<file path="src/rtl/stk_pkg.sv">
package stk_pkg;

  typedef enum logic [1:0] {
    STK_IDLE = 2'd0,
    STK_PUSH = 2'd1,
    STK_POP  = 2'd2,
    STK_LOAD = 2'd3
  } stk_op_e;

endpackage

</file>
<file path="src/rtl/stk_rst_sync.sv">
module stk_rst_sync (
  input  logic clk,
  input  logic rst_n,
  output logic rst_sync_n
);

  logic [1:0] sync_q;

  always_ff @(posedge clk or negedge rst_n) begin
    if (!rst_n) begin
      sync_q <= 2'b00;
    end else begin
      sync_q <= {sync_q[0], 1'b1};
    end
  end

  assign rst_sync_n = sync_q[1];

endmodule

</file>
<file path="src/rtl/stk_ptr_unit.sv">
module stk_ptr_unit
  import stk_pkg::*;
#(
  parameter int ADDR_W = 10
) (
  input  logic              clk,
  input  logic              rst_n,
  input  stk_op_e           op,
  input  logic [ADDR_W-1:0] load_val,
  output logic [ADDR_W-1:0] sp,
  output logic [ADDR_W:0]   dec_ext,
  output logic [ADDR_W:0]   inc_ext
);

  localparam logic [ADDR_W:0] STEP = (ADDR_W+1)'(2);

  logic [ADDR_W-1:0] sp_q;
  logic [ADDR_W-1:0] sp_d;
  logic              sp_en;

  assign dec_ext = {1'b0, sp_q} - STEP;
  assign inc_ext = {1'b0, sp_q} + STEP;

  always_comb begin
    sp_en = 1'b1;
    sp_d  = sp_q;
    unique case (op)
      STK_PUSH: sp_d = dec_ext[ADDR_W-1:0];
      STK_POP:  sp_d = inc_ext[ADDR_W-1:0];
      STK_LOAD: sp_d = {load_val[ADDR_W-1:1], 1'b0};
      default:  sp_en = 1'b0;
    endcase
  end

  always_ff @(posedge clk or negedge rst_n) begin
    if (!rst_n) begin
      sp_q <= '0;
    end else if (sp_en) begin
      sp_q <= sp_d;
    end
  end

  assign sp = sp_q;

  AST_SP_EVEN: assert property (@(posedge clk) disable iff (!rst_n)
    sp_q[0] == 1'b0) else $error("pointer odd");

  AST_PUSH_STEP: assert property (@(posedge clk) disable iff (!rst_n)
    op == STK_PUSH |=> sp_q == ADDR_W'($past(sp_q) - ADDR_W'(2))) else $error("push step");

  AST_POP_STEP: assert property (@(posedge clk) disable iff (!rst_n)
    op == STK_POP |=> sp_q == ADDR_W'($past(sp_q) + ADDR_W'(2))) else $error("pop step");

  AST_LOAD_VALUE: assert property (@(posedge clk) disable iff (!rst_n)
    op == STK_LOAD |=> sp_q[ADDR_W-1:1] == $past(load_val[ADDR_W-1:1])) else $error("load");

endmodule

</file>
<file path="src/rtl/stk_limit_reg.sv">
module stk_limit_reg #(
  parameter int              ADDR_W  = 10,
  parameter logic [ADDR_W-1:0] RST_VAL = '0
) (
  input  logic              clk,
  input  logic              rst_n,
  input  logic              wr_en,
  input  logic [ADDR_W-1:0] wr_val,
  output logic [ADDR_W-1:0] limit
);

  logic [ADDR_W-1:0] lim_q;
  logic [ADDR_W-1:0] lim_d;

  always_comb begin
    lim_d = lim_q;
    if (wr_en) begin
      lim_d = wr_val;
    end
  end

  always_ff @(posedge clk or negedge rst_n) begin
    if (!rst_n) begin
      lim_q <= RST_VAL;
    end else begin
      lim_q <= lim_d;
    end
  end

  assign limit = lim_q;

  AST_LIMIT_LOADS: assert property (@(posedge clk) disable iff (!rst_n)
    wr_en |=> lim_q == $past(wr_val)) else $error("limit write");

endmodule

</file>
<file path="src/rtl/stk_trap_flag.sv">
module stk_trap_flag #(
  parameter int ADDR_W      = 10,
  parameter bit CHECK_BELOW = 1'b1
) (
  input  logic              clk,
  input  logic              rst_n,
  input  logic              fire,
  input  logic [ADDR_W:0]   cand,
  input  logic [ADDR_W-1:0] limit,
  input  logic              clr,
  output logic              flag
);

  logic hit;
  logic flag_q;
  logic flag_d;

  generate
    if (CHECK_BELOW) begin : g_below
      assign hit = fire && (cand[ADDR_W] || (cand[ADDR_W-1:0] < limit));
    end else begin : g_above
      assign hit = fire && (cand > {1'b0, limit});
    end
  endgenerate

  always_comb begin
    flag_d = flag_q;
    if (clr) begin
      flag_d = 1'b0;
    end
    if (hit) begin
      flag_d = 1'b1;
    end
  end

  always_ff @(posedge clk or negedge rst_n) begin
    if (!rst_n) begin
      flag_q <= 1'b0;
    end else begin
      flag_q <= flag_d;
    end
  end

  assign flag = flag_q;

  AST_TRAP_SETS: assert property (@(posedge clk) disable iff (!rst_n)
    hit |=> flag_q) else $error("trap not set");

  AST_TRAP_STICKY: assert property (@(posedge clk) disable iff (!rst_n)
    flag_q && !clr |=> flag_q) else $error("trap dropped");

  AST_TRAP_CLEARS: assert property (@(posedge clk) disable iff (!rst_n)
    clr && !hit |=> !flag_q) else $error("trap not cleared");

endmodule

</file>
<file path="src/rtl/stack_guard.sv">
module stack_guard
  import stk_pkg::*;
#(
  parameter int ADDR_W = 10,
  parameter int DATA_W = 16
) (
  input  logic              clk,
  input  logic              rst_n,
  input  logic              push_i,
  input  logic              pop_i,
  input  logic [DATA_W-1:0] push_data_i,
  output logic [DATA_W-1:0] pop_data_o,
  input  logic              sp_wr_i,
  input  logic              ovf_lim_wr_i,
  input  logic              unf_lim_wr_i,
  input  logic [ADDR_W-1:0] reg_wdata_i,
  input  logic              ovf_clr_i,
  input  logic              unf_clr_i,
  output logic [ADDR_W-1:0] mem_addr_o,
  output logic              mem_we_o,
  output logic              mem_re_o,
  output logic [DATA_W-1:0] mem_wdata_o,
  input  logic [DATA_W-1:0] mem_rdata_i,
  output logic [ADDR_W-1:0] sp_o,
  output logic              ovf_trap_o,
  output logic              unf_trap_o
);

  localparam logic [ADDR_W-1:0] HI_LIM_RST = ADDR_W'((1 << ADDR_W) - 2);

  logic              rst_sync_n;
  stk_op_e           op;
  logic [ADDR_W-1:0] sp;
  logic [ADDR_W:0]   dec_ext;
  logic [ADDR_W:0]   inc_ext;
  logic [ADDR_W-1:0] lo_lim;
  logic [ADDR_W-1:0] hi_lim;
  logic              is_push;
  logic              is_pop;

  stk_rst_sync u_rst_sync (
    .clk        (clk),
    .rst_n      (rst_n),
    .rst_sync_n (rst_sync_n)
  );

  // Priority: pointer load, then push, then pop.
  always_comb begin
    if (sp_wr_i) begin
      op = STK_LOAD;
    end else if (push_i) begin
      op = STK_PUSH;
    end else if (pop_i) begin
      op = STK_POP;
    end else begin
      op = STK_IDLE;
    end
  end

  assign is_push = (op == STK_PUSH);
  assign is_pop  = (op == STK_POP);

  stk_ptr_unit #(.ADDR_W(ADDR_W)) u_ptr (
    .clk      (clk),
    .rst_n    (rst_sync_n),
    .op       (op),
    .load_val (reg_wdata_i),
    .sp       (sp),
    .dec_ext  (dec_ext),
    .inc_ext  (inc_ext)
  );

  stk_limit_reg #(.ADDR_W(ADDR_W), .RST_VAL('0)) u_lo_lim (
    .clk    (clk),
    .rst_n  (rst_sync_n),
    .wr_en  (ovf_lim_wr_i),
    .wr_val (reg_wdata_i),
    .limit  (lo_lim)
  );

  stk_limit_reg #(.ADDR_W(ADDR_W), .RST_VAL(HI_LIM_RST)) u_hi_lim (
    .clk    (clk),
    .rst_n  (rst_sync_n),
    .wr_en  (unf_lim_wr_i),
    .wr_val (reg_wdata_i),
    .limit  (hi_lim)
  );

  stk_trap_flag #(.ADDR_W(ADDR_W), .CHECK_BELOW(1'b1)) u_ovf (
    .clk   (clk),
    .rst_n (rst_sync_n),
    .fire  (is_push),
    .cand  (dec_ext),
    .limit (lo_lim),
    .clr   (ovf_clr_i),
    .flag  (ovf_trap_o)
  );

  stk_trap_flag #(.ADDR_W(ADDR_W), .CHECK_BELOW(1'b0)) u_unf (
    .clk   (clk),
    .rst_n (rst_sync_n),
    .fire  (is_pop),
    .cand  (inc_ext),
    .limit (hi_lim),
    .clr   (unf_clr_i),
    .flag  (unf_trap_o)
  );

  assign mem_we_o    = is_push;
  assign mem_re_o    = is_pop;
  assign mem_addr_o  = is_push ? dec_ext[ADDR_W-1:0] : sp;
  assign mem_wdata_o = push_data_i;
  assign pop_data_o  = mem_rdata_i;
  assign sp_o        = sp;

  AST_ONE_STROBE: assert property (@(posedge clk) disable iff (!rst_sync_n)
    !(mem_we_o && mem_re_o)) else $error("both strobes");

  AST_LOAD_QUIET: assert property (@(posedge clk) disable iff (!rst_sync_n)
    sp_wr_i |-> !mem_we_o && !mem_re_o) else $error("load with strobe");

  AST_LOAD_NO_OVF: assert property (@(posedge clk) disable iff (!rst_sync_n)
    sp_wr_i && !ovf_trap_o |=> !ovf_trap_o) else $error("load raised overflow");

  AST_LOAD_NO_UNF: assert property (@(posedge clk) disable iff (!rst_sync_n)
    sp_wr_i && !unf_trap_o |=> !unf_trap_o) else $error("load raised underflow");

endmodule

</file>
<file path="config.mk">
export PLATFORM = sky130hd
export DESIGN_NAME = stack_guard
export DESIGN_NICKNAME = d
export VERILOG_FILES = /design/src/rtl/stk_pkg.sv /design/src/rtl/stk_rst_sync.sv /design/src/rtl/stk_ptr_unit.sv /design/src/rtl/stk_limit_reg.sv /design/src/rtl/stk_trap_flag.sv /design/src/rtl/stack_guard.sv
export SDC_FILE = /design/constraint.sdc
export NUM_CORES = 1
export LEC_CHECK = 0
export CORE_ASPECT_RATIO = 0.6
export CORE_MARGIN = 2
export CORE_UTILIZATION = 40
export DETAILED_ROUTE_END_ITERATION = 6
export GPL_ROUTABILITY_DRIVEN = 0
export GPL_TIMING_DRIVEN = 0
export PLACE_DENSITY_LB_ADDON = 0.15
export RECOVER_POWER = 50
export SYNTH_ARGS = -nofsm -noshare
export SYNTH_HDL_FRONTEND = slang
export SYNTH_SLANG_ARGS = --single-unit
</file>
<file path="constraint.sdc">
create_clock -name clk -period 5.8 [get_ports clk]
set_clock_uncertainty 0.1 [all_clocks]
set_input_delay 0.58 -clock clk [delete_from_list [all_inputs] [get_ports clk]]
set_output_delay 0.58 -clock clk [all_outputs]
set_load 0.02 [all_outputs]
</file>
After elaboration in Yosys (flattened, before gate mapping)
Index checks and enable logic that the tools add are counted.
{"block": "totals", "reg_bits": 34, "inputBits": 51, "out_inout_bits": 56, "word_cells": 31}
{"block": "op_classes", "add_sub_neg": 2, "magnitude_cmp": 2, "eq_ne": 3, "n_mux": 10, "n_reduce_logical": 8}
{"op": "one-hot mux 10 bit (3 select lines)", "n": 1}
{"op": "adder 10 x 2 -> 11 bit, second input constant", "n": 1}
{"op": "> comparator 11 x 10 -> 1 bit", "n": 1}
{"op": "subtractor 10 x 2 -> 11 bit, second input constant", "n": 1}
{"op": "less-than comparator 10 bit", "n": 1}
{"op": "two-way mux 10 bit", "n": 1}
{"op": "two-way mux 2 bit", "n": 3}
{"op": "two-way mux 1 bit", "n": 5}
{"op": "== test 2 bit, second input constant", "n": 2}
{"op": "nonzero test 2 bit", "n": 2}
{"op": "nonzero test 3 bit", "n": 1}
{"op": "OR reduction 3 bit", "n": 1}
{"op": "== test 2 x 1 -> 1 bit, second input constant", "n": 1}
{"op": "logical AND 1 bit", "n": 2}
{"op": "AND reduction 2 bit", "n": 1}
{"op": "logical OR 1 bit", "n": 1}

Depth between registers and ports, before layout
Gate-level depths: netlist of the first run.
{"block": "depth", "word_depth": 7, "mapped_depth": 11, "mapped_depth_nobuf": 10}

Cells and area by module
A second synthesis of the first run with hierarchy kept.
{"block": "hier_totals", "hier_cells": 292, "hier_area_um2": 2849.0}
{"mod": "stk_ptr_unit", "n_inst": 1, "cells_each": 123, "area_per_inst_um2": 937.1, "seq_area_each_um2": 225.2}
{"mod": "stack_guard", "n_inst": 1, "cells_each": 48, "area_per_inst_um2": 441.7, "seq_area_each_um2": 0.0}
{"mod": "stk_limit_reg at u_hi_lim", "n_inst": 1, "cells_each": 21, "area_per_inst_um2": 422.9, "seq_area_each_um2": 261.5}
{"mod": "stk_limit_reg at u_lo_lim", "n_inst": 1, "cells_each": 21, "area_per_inst_um2": 411.6, "seq_area_each_um2": 250.2}
{"mod": "stk_trap_flag at u_unf", "n_inst": 1, "cells_each": 40, "area_per_inst_um2": 311.5, "seq_area_each_um2": 25.0}
{"mod": "stk_trap_flag at u_ovf", "n_inst": 1, "cells_each": 36, "area_per_inst_um2": 270.3, "seq_area_each_um2": 25.0}
{"mod": "stk_rst_sync", "n_inst": 1, "cells_each": 3, "area_per_inst_um2": 53.8, "seq_area_each_um2": 50.0}

Worst setup path after synthesis of the first run
Ideal clock, no wire load.
{"block": "synth_timing", "path_kind": "reg-to-output", "from": "register u_ptr.sp_q[1] (netlist: u_ptr.sp[1])", "to": "output port mem_addr_o[9]", "arrival_ps": 1940, "required_time_ps": 5120, "path_slack_ps": 3180, "stages_incl_launch_ff": 7, "n_path_buf": 0, "cell_sequence": "dfrtp_1 -> inv_1 -> ha_1 -> nor3b_4 -> and3_1 -> nand2_1 -> xnor2_1"}
{"block": "synth_via", "elab_chain_len": 2}
{"item": "start: declaration", "line": "stk_ptr_unit.sv:17", "source": "logic [ADDR_W-1:0] sp_q;"}
{"item": "start signal: assignment", "line": "stk_ptr_unit.sv:39", "source": "sp_q <= sp_d;"}
{"item": "subtractor 10 x 2 -> 11 bit", "line": "stk_ptr_unit.sv:21", "source": "assign dec_ext = {1'b0, sp_q} - STEP;"}
{"item": "two-way mux 10 bit", "line": "stack_guard.sv:111", "source": "assign mem_addr_o = is_push ? dec_ext[ADDR_W-1:0] : sp;"}
{"item": "end: declaration", "line": "stack_guard.sv:19", "source": "output logic [ADDR_W-1:0] mem_addr_o,"}
No other way between the ends.

Final worst setup path of the first run
{"block": "layout_timing", "from": "input port sp_wr_i", "to": "output port mem_addr_o[8]"}
{"block": "layout_via", "elab_chain_len": 3}
{"item": "start: declaration", "line": "stack_guard.sv:13", "source": "input logic sp_wr_i,"}
{"item": "two-way mux 2 bit", "line": "stack_guard.sv:49", "source": "if (sp_wr_i) begin"}
{"item": "== test 2 x 1 -> 1 bit", "line": "stack_guard.sv:60", "source": "assign is_push = (op == STK_PUSH);"}
{"item": "two-way mux 10 bit", "line": "stack_guard.sv:111"}
No other way between the ends.

==> impl_metrics.yaml, run 1 <==
die:
  dieArea_um2: 7150
  core_area_um2: 6190
  fp.dieH_um: 66.3
  start_util: 0.418
  die_w_um: 108
  io_pins: 107
  rows: 22
global_routing:
  grt_max_degree: 32
  overflow: 0
  grt_use_total: 0.201
  busiest_layer: "met1"
  grt_pass1_wl_um: 10900
  met3_usage: 0.0502
  grt_pass1_vias: 2133
  use_met2: 0.280
  grt_use_met1: 0.310
  antenna_found_initial: 0
cts:
  cts_resized: 0
  htree_levels: 2
  cts_buffer_depth: 2
  cts_sinks: 33
  postCtsHoldBufs: 0
  path_clk_slew_ns: 0.07
  clk_root_buffer_cell: "clkbuf_8"
  cts_tree: "done"
  insertion_delay_ns: 0.29
  cts_made_buffers: 5
  cts_setup_buffers: 0
synthesis:
  netlist.area_leader.share: 0.232
  async_reset_ff_frac: 1.00
  synth_edf_count: 0
  synth_seq_area_share: 0.324
  netlist_instances: 300
  synth_ff_type: "dfrtp_1"
  ys_types: 52
  ys_ff_latch: 33
  syn-cell-area_um2: 2590
  syn_avg_cell_area_um2: 8.62
  synth.area.top_cells: "dfrtp_1 23%, buf_4 10%, ha_1 9.7%, dfstp_2 9.1%, xnor2_1 6.1%"
  ys_warn_count: 0
  synth_top_area_cell: "dfrtp_1"
worst_hold_path:
  hold_path_class: "reg -> reg"
  holdCritStartpoint: "u_rst_sync.sync_q[0]"
sta:
  slew_viol_final: 0
  rsz0062_at_grt: "no"
  report.final.setup_viol: 0
  finalHoldViolCount: 0
  fin_tns_setup_ns: 0
  min_period_over_period: 0.631
  min_period_ns: 3.66
  max-slew-margin-rel: 0.0978
  tightestPinTransition_ns: 1.35
  fmax_mhz: 273
status:
  status: "completed"
route:
  drt-initial-drc-count: 222
  ant_nets: 0
  via_per_inst: 4.90
  first_pass_iters: 4
  wl_um: 7020
  vias: 2269
  drc_errors: 0
  wl_per_cell_um: 15.2
critical_path:
  critPathCaptureType: "output port"
  crit_path_end: "mem_addr_o[8]"
  start_kind: "input pin"
  r2r-start: "u_ptr.sp[1]"
  regToRegEndpoint: "u_ovf.flag"
  critPathLaunch: "sp_wr_i"
  critical_path_class: "in -> out"
  ff2ff_setup_slack_ns: 2.76
  arrival_ns: 2.98
  r2r_cells: 10
  crit_fanout: 10
  cp.required_ns: 5.12
finish:
  ff_latch_area_um2: 837
  antenna_cells: 0
  layout_common_cells: "64 x clkdlybuf4s50_1, 36 x buf_4, 34 x nand2_1"
  fillers: 554
  fin_util: 0.570
  multi_input_area_um2: 1290
  area_delta_synth_final_pct: 36.5
  nets: 449
  final_common_cell: "clkdlybuf4s50_1"
  drive_gt1_frac: 0.179
power:
  p_per_area_nw_per_um2: 251
  ir_drop_mv: 0.162
  p_leak_uw: 0.00156
  total_power_uw: 885
placement:
  dpl.hpwl_um: 5540
  io_buffer_count: 70
flow_run:
  cap_violations: 0
==> cell families (layout without fill, tap and decap cells) <==
family	after synthesis	after routing	synth area share
AOI/OAI and AO/OA	58	58	0.147
DFF	33	33	0.324
muxes	2	2	0.00871
buffers and inverters	79	157	0.179
other	2	3	0.00290
and+or+nand+nor	82	82	0.161
adders and majority gates	20	20	0.0968
xor gates and xnor gates	24	24	0.0813
==> worst min path at each step <==
stage	end	slack [ns]	cells after the start
2_1_floorplan	u_rst_sync.sync_q[0]	0.18	0
3_3_place_gp	u_rst_sync.sync_q[1]	0.24	0
3_5_place_dp	u_rst_sync.sync_q[1]	0.23	0
4_1_cts	u_rst_sync.sync_q[1]	0.25	0
5_1_grt	u_rst_sync.sync_q[1]	0.27	0
6_report	u_rst_sync.sync_q[1]	0.25	0
==> report_power, final <==
part           internal [µW]  switching [µW]
sequential               258            17.2
combinational            161             182
clock                    171            96.1
total                    589             296
==> routing by layer <==
layer	wire [µm]	share of wire	vias up
li1	-	-	1123
met1	3470	0.49	1056
met2	2840	0.40	83
met3	653	0.093	7
met4	55	0.0078	0
met5	0	0	-
==> flip-flops by register name, summed over array words and instances (netlist names) <==
signal / flops
u_ptr.sp: 9
u_unf.flag: 1
u_hi_lim.limit: 10
u_rst_sync.sync_q: 2
u_ovf.flag: 1
u_lo_lim.limit: 10
==> cells in the mapped netlist, types with 2 or more instances <==
library cell	n
nand2b_1	4
nor2b_1	4
nor3_1	5
xor2_1	6
a21o_1	2
buf_4	36
buf_2	2
o21ai_0	26
a211o_1	2
a21oi_1	8
nor4_1	3
o21a_1	2
a22oi_1	2
nand3_1	7
a221oi_1	2
xnor2_1	18
nand4_1	4
conb_1	2
clkbuf_8	2
dfrtp_1	24
clkbuf_1	9
or3_1	2
nor2_1	10
mux2_2	2
dfstp_2	9
nand2_1	34
inv_1	28
ha_1	20
o31ai_1	2
==> area by class of cell <==
cell class / count / area share
inverters: 29 / 0.0308
well taps: 84 / 0.0298
clock inverters: 3 / 0.0184
clock buffers: 5 / 0.0195
plain buffers: 50 / 0.100
flip-flops and latches: 33 / 0.237
repair buffers: 70 / 0.199
multi-input cells: 189 / 0.366
==> critical path: stages <==
cell and delay, ns:
clkdlybuf4s50_1 0.52, nor2b_1 0.38, clkbuf_1 0.54, nand2_1 0.14, xnor2_1 0.18, clkdlybuf4s50_1 0.63
==> metrics by stage <==
step	hold slack [ns]	setup WS, ns	cells	instance area [µm²]
6_report	0.251	2.14	463	3530
2_1_floorplan	0.184	3.18	301	2590
3_5_place_dp	0.235	2.16	455	3400
4_1_cts	0.252	2.15	463	3530
3_3_place_gp	0.237	2.15	455	3400
5_1_grt	0.275	1.99	463	3530
(Power assumes the default switching activity.)
==> run 2: changes to the inputs <==
--- a/config.mk
+++ b/config.mk
@@ -7,7 +7,7 @@
 export LEC_CHECK = 0
 export CORE_ASPECT_RATIO = 0.6
 export CORE_MARGIN = 2
-export CORE_UTILIZATION = 40
+export CORE_UTILIZATION = 39
 export DETAILED_ROUTE_END_ITERATION = 6
 export GPL_ROUTABILITY_DRIVEN = 0
 export GPL_TIMING_DRIVEN = 0
==> constraint.sdc (replaced) <==
create_clock -name clk -period 3 [get_ports clk]
set_clock_uncertainty 0.1 [all_clocks]
set_input_delay 0.3 -clock clk [delete_from_list [all_inputs] [get_ports clk]]
set_output_delay 0.3 -clock clk [all_outputs]
set_load 0.02 [all_outputs]
==> impl_metrics.yaml, run 2 (synthesized netlist as in run 1, its figures left out) <==
critical_path:
  arrival_ns: 2.48
  critPathCaptureType: "output port"
  critical_path_class: "reg -> out"
  regToRegEndpoint: "u_ovf.flag"
  cp.required_ns: 2.60
  ff2ff_setup_slack_ns: 0.20
  r2r-start: "u_ptr.sp[1]"
  start_kind: "flip-flop"
  crit_fanout: 7
  r2r_cells: 11
cts:
  postCtsHoldBufs: 0
  cts_made_buffers: 5
  path_clk_slew_ns: 0.07
  cts_tree: "done"
  cts_sinks: 33
  insertion_delay_ns: 0.30
  clk_root_buffer_cell: "clkbuf_8"
  cts_buffer_depth: 2
  htree_levels: 2
finish:
  instances_no_fill: 464
  fillers: 594
  ff_latch_area_um2: 837
  finalInstanceArea_um2: 3500
  nets: 450
  drive_gt1_frac: 0.189
  antenna_cells: 0
  final_common_cell: "clkdlybuf4s50_1"
  area_delta_synth_final_pct: 35.2
  multi_input_area_um2: 1300
  layout_common_cells: "62 x clkdlybuf4s50_1, 37 x buf_4, 34 x nand2_1"
power:
  swShare: 0.372
  p_seq_frac: 0.343
  p_leak_uw: 0.00156
  comb_power_share: 0.431
  ir_drop_mv: 0.213
  clkPwrFrac: 0.226
  p_per_area_nw_per_um2: 443
  internal-power_uw: 972
  p_sw_uw: 576
route:
  drc_errors: 0
  drt-initial-drc-count: 104
  wl_per_cell_um: 15.4
  first_pass_iters: 4
  wl_um: 7140
  vias: 2302
  ant_nets: 0
  via_per_inst: 4.96
worst_hold_path:
  hold_path_class: "in -> async"
sta:
  fmax_mhz: 347
  max-slew-margin-rel: 0.128
  report.final.setup_viol: 0
  rsz0062_at_grt: "no"
  tightestPinTransition_ns: 1.31
  slew_viol_final: 0
  min_period_ns: 2.88
  min_period_over_period: 0.962
  finalHoldViolCount: 0
global_routing:
  grt_pass1_vias: 2132
  grt_pass1_wl_um: 11100
  overflow: 0
  grt_max_degree: 32
  grt_use_total: 0.205
  antenna_found_initial: 0
die:
  fp.dieH_um: 67.1
  start_util: 0.414
  io_pins: 107
  dieArea_um2: 7320
  rows: 22
  core_area_um2: 6250
  die_w_um: 109
flow_run:
  cap_violations: 0
placement:
  dpl.hpwl_um: 5600
  io_buffer_count: 70
  post_dp_cell_area_um2: 3400
  dp_cells: 455
status:
  status: "completed"
==> run 2: how the worst max path moves through the flow <==
stage | startpoint | end | cells after the start
after global routing | u_ptr.sp[1] | mem_addr_o[7] | 7
after detailed placement | sp_wr_i | mem_addr_o[8] | 6
final | u_ptr.sp[1] | mem_addr_o[7] | 7
after CTS | u_ptr.sp[1] | mem_addr_o[9] | 7
after global placement | sp_wr_i | mem_addr_o[5] | 6
after floorplan | u_ptr.sp[1] | u_ovf.flag | 10
==> run 2: metal layers <==
metal	GRT usage	up-vias	wire, µm
met5	0	-	0
met4	0.0481	0	79
met1	0.327	1081	3470
met2	0.267	84	2860
met3	0.0450	10	728
li1	-	1127	-
==> run 2: power groups by stage <==
stage	Clock (µW)	Combinational (µW)	Sequential [µW]
finish	351	667	531
floorplan	0	397	558
global placement	0	650	539
global route	374	730	539
detailed placement	0	660	541
CTS	352	666	532
==> run 2: repair_timing <==
action,CTS,global route
endpoints found under the hold margin,0,0
setup buffers,1,0
resized for setup,2,4
pin swaps,0,0
endpoints found under the setup margin,7,7
==> run 2: per-stage QoR <==
step	worst slack [ns]	setup TNS, ns	util	total power, µW	hold slack, ns
after floorplan	0.398	0	-	955	-0.0956
after global placement	-0.109	-0.385	0.543	1190	0.236
after detailed placement	-0.100	-0.379	0.543	1200	0.244
after CTS	0.00193	0	0.558	1550	0.0598
after global routing	0.00863	0	0.560	1640	0.129
final	0.115	0	0.560	1550	0.130
==> run 2: critical path, stage by stage, from the launching register on <==
cell	delay, ns
dfrtp_1	0.46
inv_2	0.17
ha_2	0.26
nor3b_4	0.25
buf_4	0.19
nand3_1	0.10
xnor2_1	0.14
clkdlybuf4s50_1	0.62
==> run 2: area by class of cell <==
class | instances | share of cell area
multi-input combinational | 189 | 0.371
sequential | 33 | 0.239
timing repair buffer | 71 | 0.204
buffer | 50 | 0.101
inverter | 29 | 0.0311
tap | 84 | 0.0301
clock buffer | 6 | 0.0208
clock inverter | 2 | 0.00286
==> run 3: changes to the inputs <==
--- a/config.mk
+++ b/config.mk
@@ -13,6 +13,7 @@
 export GPL_TIMING_DRIVEN = 0
 export PLACE_DENSITY_LB_ADDON = 0.15
 export RECOVER_POWER = 50
+export SKIP_LAST_GASP = 1
 export SYNTH_ARGS = -nofsm -noshare
 export SYNTH_HDL_FRONTEND = slang
 export SYNTH_SLANG_ARGS = --single-unit
==> results of run 3 <==
Same layout as run 2: the final DEF is identical, and so are final timing and power.
